--- config.mk ---
export PLATFORM = sky130hd
export DESIGN_NAME = rep_tx_fifo
export DESIGN_NICKNAME = d
export VERILOG_FILES = /design/src/rtl/rep_tx_fifo.sv
export SDC_FILE = /design/constraint.sdc
export NUM_CORES = 1
export LEC_CHECK = 0
export ABC_AREA = 1
export BUFFER_PORTS_ARGS = -buffer_cell sky130_fd_sc_hd__buf_4
export CORE_MARGIN = 4
export CORE_UTILIZATION = 55
export CTS_CLUSTER_DIAMETER = 120
export DETAILED_ROUTE_END_ITERATION = 7
export GPL_ROUTABILITY_DRIVEN = 0
export PLACE_DENSITY = 0.72
export SLEW_MARGIN = 20
export SYNTH_ARGS = -nofsm -noshare
export SYNTH_HDL_FRONTEND = slang
export SYNTH_SLANG_ARGS = --single-unit
--- constraint.sdc ---
create_clock -name clk -period 8.3 [get_ports clk]
set_input_delay 0.415 -clock clk [delete_from_list [all_inputs] [get_ports clk]]
set_output_delay 0.415 -clock clk [all_outputs]
set_load 0.1 [all_outputs]
--- src/rtl/rep_tx_fifo.sv ---
module rep_tx_fifo #(
  parameter int W = 8,
  parameter int DEPTH = 16,
  parameter int FILL_LEN = 3,
  parameter logic [FILL_LEN*W-1:0] FILL_PATTERN = 24'hA5_3C_0F
) (
  input  logic         clk,
  input  logic         rst_n,
  input  logic         wr_en,
  input  logic [W-1:0] wr_data,
  input  logic         cmd_wr,
  input  logic         cmd_xmit,
  input  logic         cmd_rep,
  input  logic         cmd_fill,
  input  logic         fill_cont,
  output logic         rep_active,
  output logic         out_valid,
  input  logic         out_ready,
  output logic [W-1:0] out_data
);
  localparam int AW = $clog2(DEPTH);
  localparam int CW = $clog2(DEPTH + 1);
  localparam int FW = $clog2(FILL_LEN);

  typedef enum logic [1:0] {S_IDLE, S_MSG, S_FILL} state_t;

  state_t        state;
  logic [W-1:0]  mem [DEPTH];
  logic [AW-1:0] wr_ptr, rd_ptr, msg_base;
  logic [CW-1:0] cnt, msg_len, idx;
  logic [FW-1:0] fill_idx;
  logic          rep_flag, rep_run, fill_once, fill_pend;

  wire fire      = out_valid && out_ready;
  wire wr_ok     = wr_en && (cnt < CW'(DEPTH));
  wire last      = (idx == msg_len - 1'b1);
  wire again     = rep_run && rep_flag;
  wire done_free = (state == S_MSG) && fire && last && !again;
  wire start     = cmd_wr && (cmd_xmit || cmd_rep) && (cnt != '0);

  assign out_valid  = (state != S_IDLE);
  assign rep_active = (state == S_MSG) && rep_run;
  assign out_data   = (state == S_FILL)
                    ? FILL_PATTERN[W*(FILL_LEN-1-int'(fill_idx)) +: W]
                    : mem[rd_ptr];

  always_ff @(posedge clk) if (wr_ok) mem[wr_ptr] <= wr_data;

  always_ff @(posedge clk) begin
    if (!rst_n) begin
      wr_ptr <= '0;
      cnt    <= '0;
    end else begin
      if (wr_ok) wr_ptr <= wr_ptr + 1'b1;
      cnt <= cnt + CW'(wr_ok) - (done_free ? msg_len : '0);
    end
  end

  always_ff @(posedge clk) begin
    if (!rst_n) begin
      state     <= S_IDLE;
      rd_ptr    <= '0;
      msg_base  <= '0;
      msg_len   <= '0;
      idx       <= '0;
      fill_idx  <= '0;
      rep_flag  <= 1'b0;
      rep_run   <= 1'b0;
      fill_once <= 1'b0;
      fill_pend <= 1'b0;
    end else begin
      if (cmd_wr) rep_flag <= cmd_rep;
      if (cmd_wr && cmd_fill && !fill_cont) fill_pend <= 1'b1;
      case (state)
        S_IDLE: begin
          if (start) begin
            state    <= S_MSG;
            msg_base <= rd_ptr;
            msg_len  <= cnt;
            idx      <= '0;
            rep_run  <= cmd_rep;
          end else if (fill_pend) begin
            state     <= S_FILL;
            fill_idx  <= '0;
            fill_once <= 1'b1;
            fill_pend <= 1'b0;
          end
        end
        S_MSG: begin
          if (fire) begin
            if (!last) begin
              rd_ptr <= rd_ptr + 1'b1;
              idx    <= idx + 1'b1;
            end else if (again) begin
              rd_ptr <= msg_base;
              idx    <= '0;
            end else begin
              rd_ptr  <= rd_ptr + 1'b1;
              rep_run <= 1'b0;
              if (rep_run && fill_cont) begin
                state     <= S_FILL;
                fill_idx  <= '0;
                fill_once <= 1'b0;
              end else begin
                state <= S_IDLE;
              end
            end
          end
        end
        S_FILL: begin
          if (fire) begin
            if (fill_idx == FW'(FILL_LEN - 1)) begin
              fill_idx <= '0;
              if (fill_once || !fill_cont) state <= S_IDLE;
            end else begin
              fill_idx <= fill_idx + 1'b1;
            end
          end
        end
        default: state <= S_IDLE;
      endcase
    end
  end

  AST_NO_OVERFLOW: assert property (@(posedge clk) disable iff (!rst_n)
    cnt <= CW'(DEPTH));
  AST_DATA_HOLD: assert property (@(posedge clk) disable iff (!rst_n)
    out_valid && !out_ready |=> out_valid && $stable(out_data));
  AST_REP_VALID: assert property (@(posedge clk) disable iff (!rst_n)
    rep_active |-> out_valid);
  AST_REP_NO_RESTART: assert property (@(posedge clk) disable iff (!rst_n)
    rep_active && cmd_wr && cmd_rep |=> rep_active);
  AST_FIFO_KEPT: assert property (@(posedge clk) disable iff (!rst_n)
    rep_active && rep_flag |=> cnt >= $past(cnt));
  AST_FILL_NO_MSG: assert property (@(posedge clk) disable iff (!rst_n)
    state == S_FILL && !fill_once |=> !rep_active);
endmodule

==> results of run 1 <==
final cells by class:
type,instances,area share (%)
Timing Repair Buffer,28,2.57
Clock buffer,19,5.29
Multi-Input combinational cell,454,29.3
Sequential cell,167,56.5
Inverter,53,2.43
Tap cell,172,2.63
Clock inverter,13,1.28
power by group through the flow:
stage	Sequential, mW	Clock, mW	Combinational [mW]
after floorplan	1.00	0	0.577
after global placement	1.01	0	0.715
after detailed placement	1.02	0	0.736
after CTS	0.998	0.732	0.741
after global routing	1.01	0.779	0.814
final	0.999	0.726	0.742
critical path, stage by stage, from the launching register on:
cell and delay (ns):
dfxtp_2 0.31, buf_4 0.30, inv_2 0.80, o21ai_0 0.17, o22ai_1 0.18, o21ai_0 0.09
o21ai_0 0.36, nand2_1 0.11, nand2_1 0.08, buf_4 0.28
how the worst min path moves through the flow:
stage                                to  slack (ns)  cells after the start
3_5_place_dp   msg_base[3]$_SDFFE_PN0P_        0.45                      2
5_1_grt           rep_flag$_SDFFE_PN0P_        0.25                      3
6_report          rep_flag$_SDFFE_PN0P_        0.23                      3
4_1_cts           rep_flag$_SDFFE_PN0P_        0.22                      3
3_3_place_gp   msg_base[3]$_SDFFE_PN0P_        0.44                      2
2_1_floorplan  msg_base[3]$_SDFFE_PN0P_        0.42                      2
flip-flops by register name, indices dropped and copies added (netlist names), 4 cells and up, named ones only:
register / count
cnt: 5
idx: 5
mem: 128
msg_base: 4
msg_len: 5
rd_ptr: 4
wr_ptr: 4
metal layers:
metal	vias to the layer above	global-route usage, %	part of all wire (%)
li1	2494	-	-
met1	2474	32.2	44
met2	234	35.7	46
met3	20	6.45	8.2
met4	0	7.27	1.5
met5	-	0	0
logic make-up (layout without fill, tap and decap cells):
family	after synthesis	in the layout	share of synthesized area, %
compound gates	165	165	12.9
xor+xnor	7	7	0.835
fa+ha+maj	22	22	3.85
buf+inv	81	113	4.36
flops	167	167	63.0
simple gates	260	260	15.1
cells in the final DEF, fill, tap and decap left out, types with 2 or more instances in the layout:
cell / instances
a21oi_1: 31
a31oi_1: 3
buf_4: 28
clkbuf_1: 2
clkbuf_16: 17
clkinv_1: 5
clkinv_2: 3
dfxtp_1: 38
edfxtp_1: 128
ha_1: 21
inv_1: 46
inv_2: 6
inv_6: 2
nand2_1: 95
nand2_2: 7
nand3_1: 29
nor2_1: 114
nor2_2: 4
nor2_4: 4
nor3_1: 3
o211ai_1: 10
o21a_1: 2
o21ai_0: 85
o21ai_1: 4
o221ai_1: 17
o22ai_1: 10
xnor2_1: 4
xor2_1: 3
stage by stage:
step	util, %	total power [mW]
after global placement	59.6	1.73
after detailed placement	59.6	1.75
after floorplan	-	1.58
final	63.8	2.47
after CTS	63.8	2.47
after global routing	63.8	2.60
==> metrics.md, run 1 <==
| Metric | Value |
|---|---|
| Min Hold Slack | `0.235 ns` |
| WP data required | `7.89 ns` |
| Combinational Power Share | `30.1%` |
| Post-route antenna net violation count | `0` |
| Main synth FF type | `edfxtp_1` |
| Count of final setup violators | `0` |
| Peak VDD IR | `0.292 mV` |
| # fillers | `1001` |
| Total grt overflow | `0` |
| Post-DP HPWL | `10.4 mm` |
| Wirelength, routed | `16.4 mm` |
| Io pins | `27` |
| Post-CTS Setup Bufs | `0` |
| Crit start category | `flop` |
| RSZ-0062 raised after global routing | `false` |
| First-pass GRT wire length | `26.5 mm` |
| Post-synth EDFFs | `128` |
| Non-filler cells, final | `906` |
| Via-to-Cell Ratio | `5.76` |
| NumNets Final | `760` |
| Worst-skew pair later-pin latency | `0.43 ns` |
| Number of global-route vias before repair | `5142` |
| Dominant cells by area after synthesis | `edfxtp_1 (52%), dfxtp_1 (11%), nor2_1 (5.8%)` |
| Syn Std Cell Area | `7340 µm²` |
| Type of the most critical hold path | `input pin to flop` |
| RR Endpoint | `cnt[4]$_SDFF_PN0_` |
| R2R setup slack | `5.03 ns` |
| CTS clk-pin slew, worst paths | `0.06 ns` |
| Starting Density | `57.2%` |
| Max Slew Vio Count | `0` |
| TritonCTS Sinks | `167` |
| Area delta synth->final | `11.5%` |
| Layout cell share with drive strength beyond 1 | `10.9%` |
| Root Driver | `clkbuf_16` |
| Critical Path AT | `3.18 ns` |
| Vert. Die Dim | `124 µm` |
| Clock power frac | `29.4%` |
| Post-synth top area cell | `edfxtp_1` |
| Die width | `124 µm` |
| Hold_buf cts | `0` |
| Overall Global Routing Usage | `23.2%` |
| Post-route setup TNS | `0 ns` |
| Sequential area share after synthesis | `63.0%` |
| Sequential Power Share | `40.5%` |
| Antenna violations before repair | `0` |
| Final Hold Fails | `0` |
| CTS tree | `built` |
| Crit share post-route | `43.4%` |
| Syn_area_per_cell | `10.5 µm²` |
| Status | `complete, no violations` |
| Num CTS Buffers | `17` |
| Multi-input gate area | `2390 µm²` |
| Leakage power | `2.98 nW` |
| Post-synth top area share | `52.4%` |
| Core footprint | `12800 µm²` |
| Max Cap Viol | `0` |
| CTS H-tree depth | `4` |
| Post-synth top cells | `edfxtp_1 (128), nor2_1 (114), nand2_1 (95)` |
| DIE AREA | `15300 µm²` |
| CTS resizes | `0` |
| Fin area | `8180 µm²` |
| Cell row count | `41` |
| Crit Reg-Reg Startpoint | `msg_len[0]$_SDFFE_PN0P_` |
| Via Count | `5222` |
| Largest net degree at the start of global routing | `66` |
| Mapped Nets | `741` |
| Worst Reg-to-Reg Cells | `22` |
| Placement Cell Area | `7640 µm²` |
| Yosys reg bits | `167` |
| PortBufs | `26` |
| Diode count | `0` |
| Slew HR | `30.8%` |
| CP Max Fanout | `65` |
| Ys Warns | `0` |
| Worst setup path end | `out_data[3]` |
| Fmax achieved | `0.278 GHz` |
| Clock skew | `0.00732 ns` |
| PwrDens | `302 nW/µm²` |
| Synthesized instance count | `702` |
| Max Root-Sink Buffers | `2` |
| Routed WL per cell | `18.1 µm` |
| Sw Ratio | `36.8%` |
| Iteration-0 DRC Markers | `596` |
| Crit end category | `output pin` |
| Ys async rst share | `0%` |
| Sw power | `0.908 mW` |
| Fin crit period | `3.60 ns` |
| Cell variety after synth | `33` |
| Worst min-delay path startpoint | `cmd_rep` |
| Cell-internal power | `1.56 mW` |
| Placed Cells | `874` |
| DP Worst Slack | `5.05 ns` |
| DRC viols | `0` |
| DRT Pass-1 Iters | `5` |
| Post-route setup slack | `4.70 ns` |
| Register Area | `4630 µm²` |
| Worst slew pin tran | `1.03 ns` |
| Cell with the most instances after synthesis | `edfxtp_1` |
| Crit path kind | `flop to output pin` |
(Power assumes the default switching activity.)
==> run 2: changes to the inputs <==
==> constraint.sdc (replaced) <==
create_clock -name clk -period 3.65 [get_ports clk]
set_input_delay 0.1825 -clock clk [delete_from_list [all_inputs] [get_ports clk]]
set_output_delay 0.1825 -clock clk [all_outputs]
set_load 0.1 [all_outputs]
==> run 2 against run 1 <==
Effect of this change: final cell count increased by 0.44%; critical path type is now flop to flop; routed wire length decreased by 0.48%; combinational power grew 130%.
==> metrics.md, run 2 (synthesis gave the netlist of run 1 again) <==
| Metric | Value |
|---|---|
| Fin area | `8250 µm² (was 8180 µm²)` |
| Sw power | `2.07 mW (was 0.908 mW)` |
| Clock skew | `0.0124 ns (was 0.00732 ns)` |
| Crit share post-route | `86.3%` |
| First-pass GRT wire length | `26.2 mm (was 26.5 mm)` |
| DRC viols | `0 (unchanged)` |
| Post-route antenna net violation count | `0 (unchanged)` |
| Count of final setup violators | `0 (unchanged)` |
| Non-filler cells, final | `910 (was 906)` |
| Sequential Power Share | `39.7% (was 40.5%)` |
| Worst min-delay path startpoint | `cmd_wr (was cmd_rep)` |
| WP data required | `3.98 ns (was 7.89 ns)` |
| Placed Cells | `877 (was 874)` |
| Max Slew Vio Count | `0 (unchanged)` |
| Peak VDD IR | `0.697 mV (was 0.292 mV)` |
| Placement Cell Area | `7680 µm² (was 7640 µm²)` |
| Biggest cell delay along the critical path | `0.40 ns (was 0.80 ns)` |
| Min Hold Slack | `0.0365 ns (was 0.235 ns)` |
| Die width | `124 µm (unchanged)` |
| PortBufs | `26 (unchanged)` |
| Via Count | `5230 (was 5222)` |
| TritonCTS Sinks | `167 (unchanged)` |
| Largest net degree at the start of global routing | `65 (was 66)` |
| Vert. Die Dim | `124 µm (unchanged)` |
| Commonest cells after routing, fill and taps aside | `edfxtp_1 (128), nor2_1 (114), nand2_1 (95) (unchanged)` |
| Num CTS Buffers | `17 (unchanged)` |
| Crit path cell chain | `inv_2 -> ha_1 -> inv_1 -> nand2_1 -> nand2_1 -> nor2_2 -> nand2_2 -> nor2_4 -> nand4_4 -> nor3_1 -> ha_1 -> inv_1 -> ha_1 -> inv_1 -> fa_1 -> o21bai_1 -> a21oi_1 -> xor2_1 -> inv_1 -> nand3_1 -> nand2_1 -> nor2_1 (was buf_4 -> inv_2 -> o21ai_0 -> o22ai_1 -> o21ai_0 -> o21ai_0 -> nand2_1 -> nand2_1 -> buf_4)` |
| Hold_buf cts | `1 (was 0)` |
| Final Hold Fails | `0 (unchanged)` |
| Total power | `5.69 mW (was 2.47 mW)` |
| RSZ-0062 raised after global routing | `false (unchanged)` |
| Overall Global Routing Usage | `23.0% (was 23.2%)` |
| Post-route setup slack | `0.501 ns (was 4.70 ns)` |
| Core Util, Final | `64.3% (was 63.8%)` |
| Io pins | `27 (unchanged)` |
| Core footprint | `12800 µm² (unchanged)` |
| Layout cell share with drive strength beyond 1 | `11.2% (was 10.9%)` |
| Cell row count | `41 (unchanged)` |
| CTS H-tree depth | `4 (unchanged)` |
| CTS clk-pin slew, worst paths | `0.06 ns (about the same)` |
| Crit Reg-Reg Startpoint | `msg_len[0]$_SDFFE_PN0P_ (unchanged)` |
| Number of flip-flops in the largest register | `128 (unchanged)` |
| Worst slew pin tran | `0.982 ns (was 1.03 ns)` |
| Number of global-route vias before repair | `4993 (was 5142)` |
| Clock power frac | `30.3% (was 29.4%)` |
| DP Worst Slack | `0.514 ns (was 5.05 ns)` |
| Diode count | `0 (unchanged)` |
| Max Cap Viol | `0 (unchanged)` |
| Critical Path AT | `3.47 ns (was 3.18 ns)` |
| Post-CTS Setup Bufs | `0 (unchanged)` |
| Cell-internal power | `3.62 mW (was 1.56 mW)` |
| Leakage power | `3.01 nW (was 2.98 nW)` |
| Sw Ratio | `36.4% (was 36.8%)` |
| Post-route setup TNS | `0 ns (unchanged)` |
| NumNets Final | `764 (was 760)` |
| Post-DP HPWL | `10.5 mm (was 10.4 mm)` |
| CTS resizes | `0 (unchanged)` |
| Crit path kind | `flop to flop (was flop to output pin)` |
| Combinational Power Share | `30.0% (was 30.1%)` |
| Area delta synth->final | `12.4% (was 11.5%)` |
| Total grt overflow | `0 (unchanged)` |
| CP Max Fanout | `6 (was 65)` |
| Routed WL per cell | `17.9 µm (was 18.1 µm)` |
| DRT Pass-1 Iters | `5 (unchanged)` |
| Wirelength, routed | `16.3 mm (was 16.4 mm)` |
| Crit end category | `flop (was output pin)` |
| Antenna violations before repair | `0 (unchanged)` |
| Type of the most critical hold path | `input pin to flop (unchanged)` |
| Cell mode on critical path | `inv_1 (was o21ai_0)` |
| PwrDens | `690 nW/µm² (was 302 nW/µm²)` |
| Worst-skew pair later-pin latency | `0.43 ns (about the same)` |
| Starting Density | `57.2% (unchanged)` |
| Via-to-Cell Ratio | `5.75 (was 5.76)` |
| Fmax achieved | `0.318 GHz` |
| DIE AREA | `15300 µm² (unchanged)` |
| Iteration-0 DRC Markers | `593 (was 596)` |
| CTS tree | `built (unchanged)` |
| Slew HR | `34.3% (was 30.8%)` |
| Fin crit period | `3.15 ns` |
| Root Driver | `clkbuf_16 (unchanged)` |
| Status | `complete, no violations (unchanged)` |
| Commonest non-fill, non-tap cell in the layout | `edfxtp_1 (unchanged)` |
| Crit path from | `msg_len[0]$_SDFFE_PN0P_` |
| Most flops, register | `mem (unchanged)` |
| Slowest-stage cell, CP | `fa_1 (was inv_2)` |
| Max Root-Sink Buffers | `2 (unchanged)` |
| Crit start category | `flop (unchanged)` |
[run 2: cell count changes in the layout (fill, tap and decap cells not counted)]
cell | previous run | this run
buf_4 | 28 | 30
clkinv_2 | 3 | 1
buf_12 | 0 | 1
bufinv_16 | 1 | 2
clkinv_4 | 1 | 2
clkinvlp_4 | 1 | 2
dlygate4sd3_1 | 0 | 1
inv_8 | 1 | 0
[run 2: per-layer routing]
metal / up-vias / track usage [%] / routed length, µm
met5: - / 0 / 0
met4: 0 / 8.79 / 292
met3: 22 / 6.13 / 1140
met2: 183 / 34.8 / 7630
met1: 2533 / 32.0 / 7260
li1: 2492 / - / -
[run 2: power groups by stage]
stage          Combinational, mW  Clock, mW  Sequential [mW]
2_1_floorplan               1.31          0             2.28
3_3_place_gp                1.65          0             2.29
3_5_place_dp                1.69          0             2.30
4_1_cts                     1.70       1.74             2.26
5_1_grt                     1.87       1.83             2.28
6_report                    1.71       1.72             2.26
[run 2: critical path, delay by kind of cell (launching register included)]
| kind | cells | cell delay (ns) |
|---|---|---|
| adder cells (fa/ha/maj) | 4 | 1.10 |
| flip-flops | 1 | 0.36 |
| XOR/XNOR | 1 | 0.14 |
| AND/OR/NAND/NOR | 10 | 0.90 |
| AO/OA/AOI/OAI | 2 | 0.25 |
| buffers and inverters | 5 | 0.29 |
[run 2: worst paths after layout]
| check | endpoint | slack (ns) | depth (start not counted) |
|---|---|---|---|
| max | cnt[4]$_SDFF_PN0_ | 0.50 | 22 |
| min | rep_flag$_SDFFE_PN0P_ | 0.04 | 3 |
| max reg2reg | cnt[4]$_SDFF_PN0_ | 0.50 | 22 |
| min reg2reg | msg_base[3]$_SDFFE_PN0P_ | 0.47 | 2 |
[run 2: layout make-up]
cell class | count | area, µm²
tap | 172 | 215
clock buffer | 19 | 433
sequential | 167 | 4630
inverter | 53 | 199
timing repair buffer | 32 | 255
fill | 985 | 4570
multi-input combinational | 454 | 2390
clock inverter | 13 | 130
==> run 3: changes to the inputs <==
==> constraint.sdc (replaced) <==
create_clock -name clk -period 3.8 [get_ports clk]
set_input_delay 0.19 -clock clk [delete_from_list [all_inputs] [get_ports clk]]
set_output_delay 0.19 -clock clk [all_outputs]
set_load 0.1 [all_outputs]
==> run 3 against run 2 <==
Effect of this change: sequential power is 4% lower; sequential cell count unchanged; count of clock-buffer cells in the layout decreased by 2; largest power group unchanged.
==> metrics.md, run 3 (synthesis gave the netlist of run 1 again) <==
| Metric | Value |
|---|---|
| Most flops, register | `mem (unchanged)` |
| Critical Path AT | `3.54 ns (was 3.47 ns)` |
| Biggest cell delay along the critical path | `0.39 ns (was 0.40 ns)` |
| Iteration-0 DRC Markers | `700 (was 593)` |
| PortBufs | `26 (unchanged)` |
| Crit path kind | `flop to flop (unchanged)` |
| RSZ-0062 raised after global routing | `false (unchanged)` |
| Non-filler cells, final | `908 (was 910)` |
| CP Max Fanout | `6 (unchanged)` |
| Cell row count | `41 (unchanged)` |
| Post-route setup TNS | `0 ns (unchanged)` |
| DRT Pass-1 Iters | `5 (unchanged)` |
| Crit start category | `flop (unchanged)` |
| Crit path cell chain | `inv_2 -> ha_1 -> inv_1 -> nand2_1 -> nand2_1 -> nor2_2 -> nand2_2 -> nor2_4 -> nand4_4 -> nor3_1 -> ha_1 -> inv_1 -> ha_1 -> inv_1 -> fa_1 -> o21bai_1 -> a21oi_1 -> xor2_1 -> inv_1 -> nand3_1 -> nand2_1 -> nor2_1 (unchanged)` |
| Slowest-stage cell, CP | `fa_1 (unchanged)` |
| Placed Cells | `876 (was 877)` |
| PwrDens | `694 nW/µm² (was 690 nW/µm²)` |
| Fin crit period | `3.21 ns (was 3.15 ns)` |
| Io pins | `27 (unchanged)` |
| Die width | `124 µm (unchanged)` |
| Root Driver | `clkbuf_16 (unchanged)` |
| Max Slew Vio Count | `0 (unchanged)` |
| Worst-skew pair later-pin latency | `0.43 ns (about the same)` |
| Top Family by Delay on Critical Path | `adder cells (unchanged)` |
| Type of the most critical hold path | `input pin to flop (unchanged)` |
| Largest net degree at the start of global routing | `65 (unchanged)` |
| Layout cell share with drive strength beyond 1 | `11.5% (was 11.2%)` |
| Register Area | `4630 µm² (unchanged)` |
| Post-route setup slack | `0.586 ns (was 0.501 ns)` |
| CTS H-tree depth | `4 (unchanged)` |
| Post-CTS Setup Bufs | `0 (unchanged)` |
| # fillers | `980 (was 985)` |
| Via-to-Cell Ratio | `5.80 (was 5.75)` |
| Post-route antenna net violation count | `0 (unchanged)` |
| Post-DP HPWL | `10.5 mm (about the same)` |
| Number of flip-flops in the largest register | `128 (unchanged)` |
| Hold_buf cts | `0 (was 1)` |
| Worst slew pin tran | `1.06 ns (was 0.982 ns)` |
| Slew HR | `29.4% (was 34.3%)` |
| CTS tree | `built (unchanged)` |
| Total grt overflow | `0 (unchanged)` |
| Status | `complete, no violations (unchanged)` |
| CP Buf/Inv Count | `5 (unchanged)` |
| Routed WL per cell | `18.1 µm (was 17.9 µm)` |
| Diode count | `0 (unchanged)` |
| DIE AREA | `15300 µm² (unchanged)` |
| Final Hold Fails | `0 (unchanged)` |
| Cell mode on critical path | `inv_1 (unchanged)` |
| Crit share post-route | `84.6% (was 86.3%)` |
| Wirelength, routed | `16.5 mm (was 16.3 mm)` |
| NumNets Final | `762 (was 764)` |
| CTS clk-pin slew, worst paths | `0.06 ns (about the same)` |
| Crit end category | `flop (unchanged)` |
| Overall Global Routing Usage | `23.0% (about the same)` |
| Commonest cells after routing, fill and taps aside | `edfxtp_1 (128), nor2_1 (114), nand2_1 (95) (unchanged)` |
| Placement Cell Area | `7660 µm² (was 7680 µm²)` |
| Peak VDD IR | `0.722 mV (was 0.697 mV)` |
| Leakage power | `3.05 nW (was 3.01 nW)` |
| Fin area | `8340 µm² (was 8250 µm²)` |
| DRC viols | `0 (unchanged)` |
| Max Cap Viol | `0 (unchanged)` |
| Antenna violations before repair | `0 (unchanged)` |
| Vert. Die Dim | `124 µm (unchanged)` |
| Count of final setup violators | `0 (unchanged)` |
| Area delta synth->final | `13.7% (was 12.4%)` |
| First-pass GRT wire length | `25.8 mm (was 26.2 mm)` |
| Clock skew | `0.00971 ns (was 0.0124 ns)` |
| Multi-input gate area | `2390 µm² (unchanged)` |
| Commonest non-fill, non-tap cell in the layout | `edfxtp_1 (unchanged)` |
| Number of global-route vias before repair | `5091 (was 4993)` |
| TritonCTS Sinks | `167 (unchanged)` |
| Fmax achieved | `0.311 GHz (was 0.318 GHz)` |
| Num CTS Buffers | `17 (unchanged)` |
| CTS resizes | `0 (unchanged)` |
| Via Count | `5267 (was 5230)` |
| WP data required | `4.13 ns (was 3.98 ns)` |
| Starting Density | `57.2% (unchanged)` |
| Core footprint | `12800 µm² (unchanged)` |
| DP Worst Slack | `0.609 ns (was 0.514 ns)` |
| Max Root-Sink Buffers | `2 (unchanged)` |
run 3: per-stage QoR:
stage          util, %  hold slack, ns  total power [mW]
6_report          65.0          0.0118              5.79
5_1_grt           65.0         0.00556              6.05
4_1_cts           65.0         0.00234              5.78
3_5_place_dp      59.7           0.448              3.83
3_3_place_gp      59.7           0.433              3.78
2_1_floorplan        -           0.289              3.45
run 3: final timing paths:
check                                         startpoint                  endpoint  slack [ns]  cells after the start
worst max-delay path             msg_len[0]$_SDFFE_PN0P_         cnt[4]$_SDFF_PN0_        0.59                     22
worst min-delay path                             cmd_rep     rep_flag$_SDFFE_PN0P_        0.01                      3
worst max register to register   msg_len[0]$_SDFFE_PN0P_         cnt[4]$_SDFF_PN0_        0.59                     22
worst min register to register  msg_base[3]$_SDFFE_PN0P_  msg_base[3]$_SDFFE_PN0P_        0.46                      2
run 3: layout make-up:
class | count | area share (%)
well taps | 172 | 2.58
flip-flops and latches | 167 | 55.5
multi-input cells | 454 | 28.7
clock buffers | 17 | 5.10
inverters | 53 | 2.39
repair buffers | 30 | 2.70
clock inverters | 15 | 3.08
run 3: layer usage:
metal	wire length (µm)	vias up	GRT usage [%]
met5	0	-	0
met4	131	0	6.51
met3	1530	17	7.96
met2	7720	259	36.4
met1	7070	2493	30.2
li1	-	2498	-
run 3: power breakdown:
part	internal, mW	switching [mW]	leakage, nW
sequential	2.09	0.0863	1.47
combinational	0.423	1.21	1.26
clock	1.29	0.692	0.318
run 3: tightest hold or removal path, stage by stage:
cell and delay, ns:
buf_4 0.09, nor2_1 0.04, nor2_1 0.08
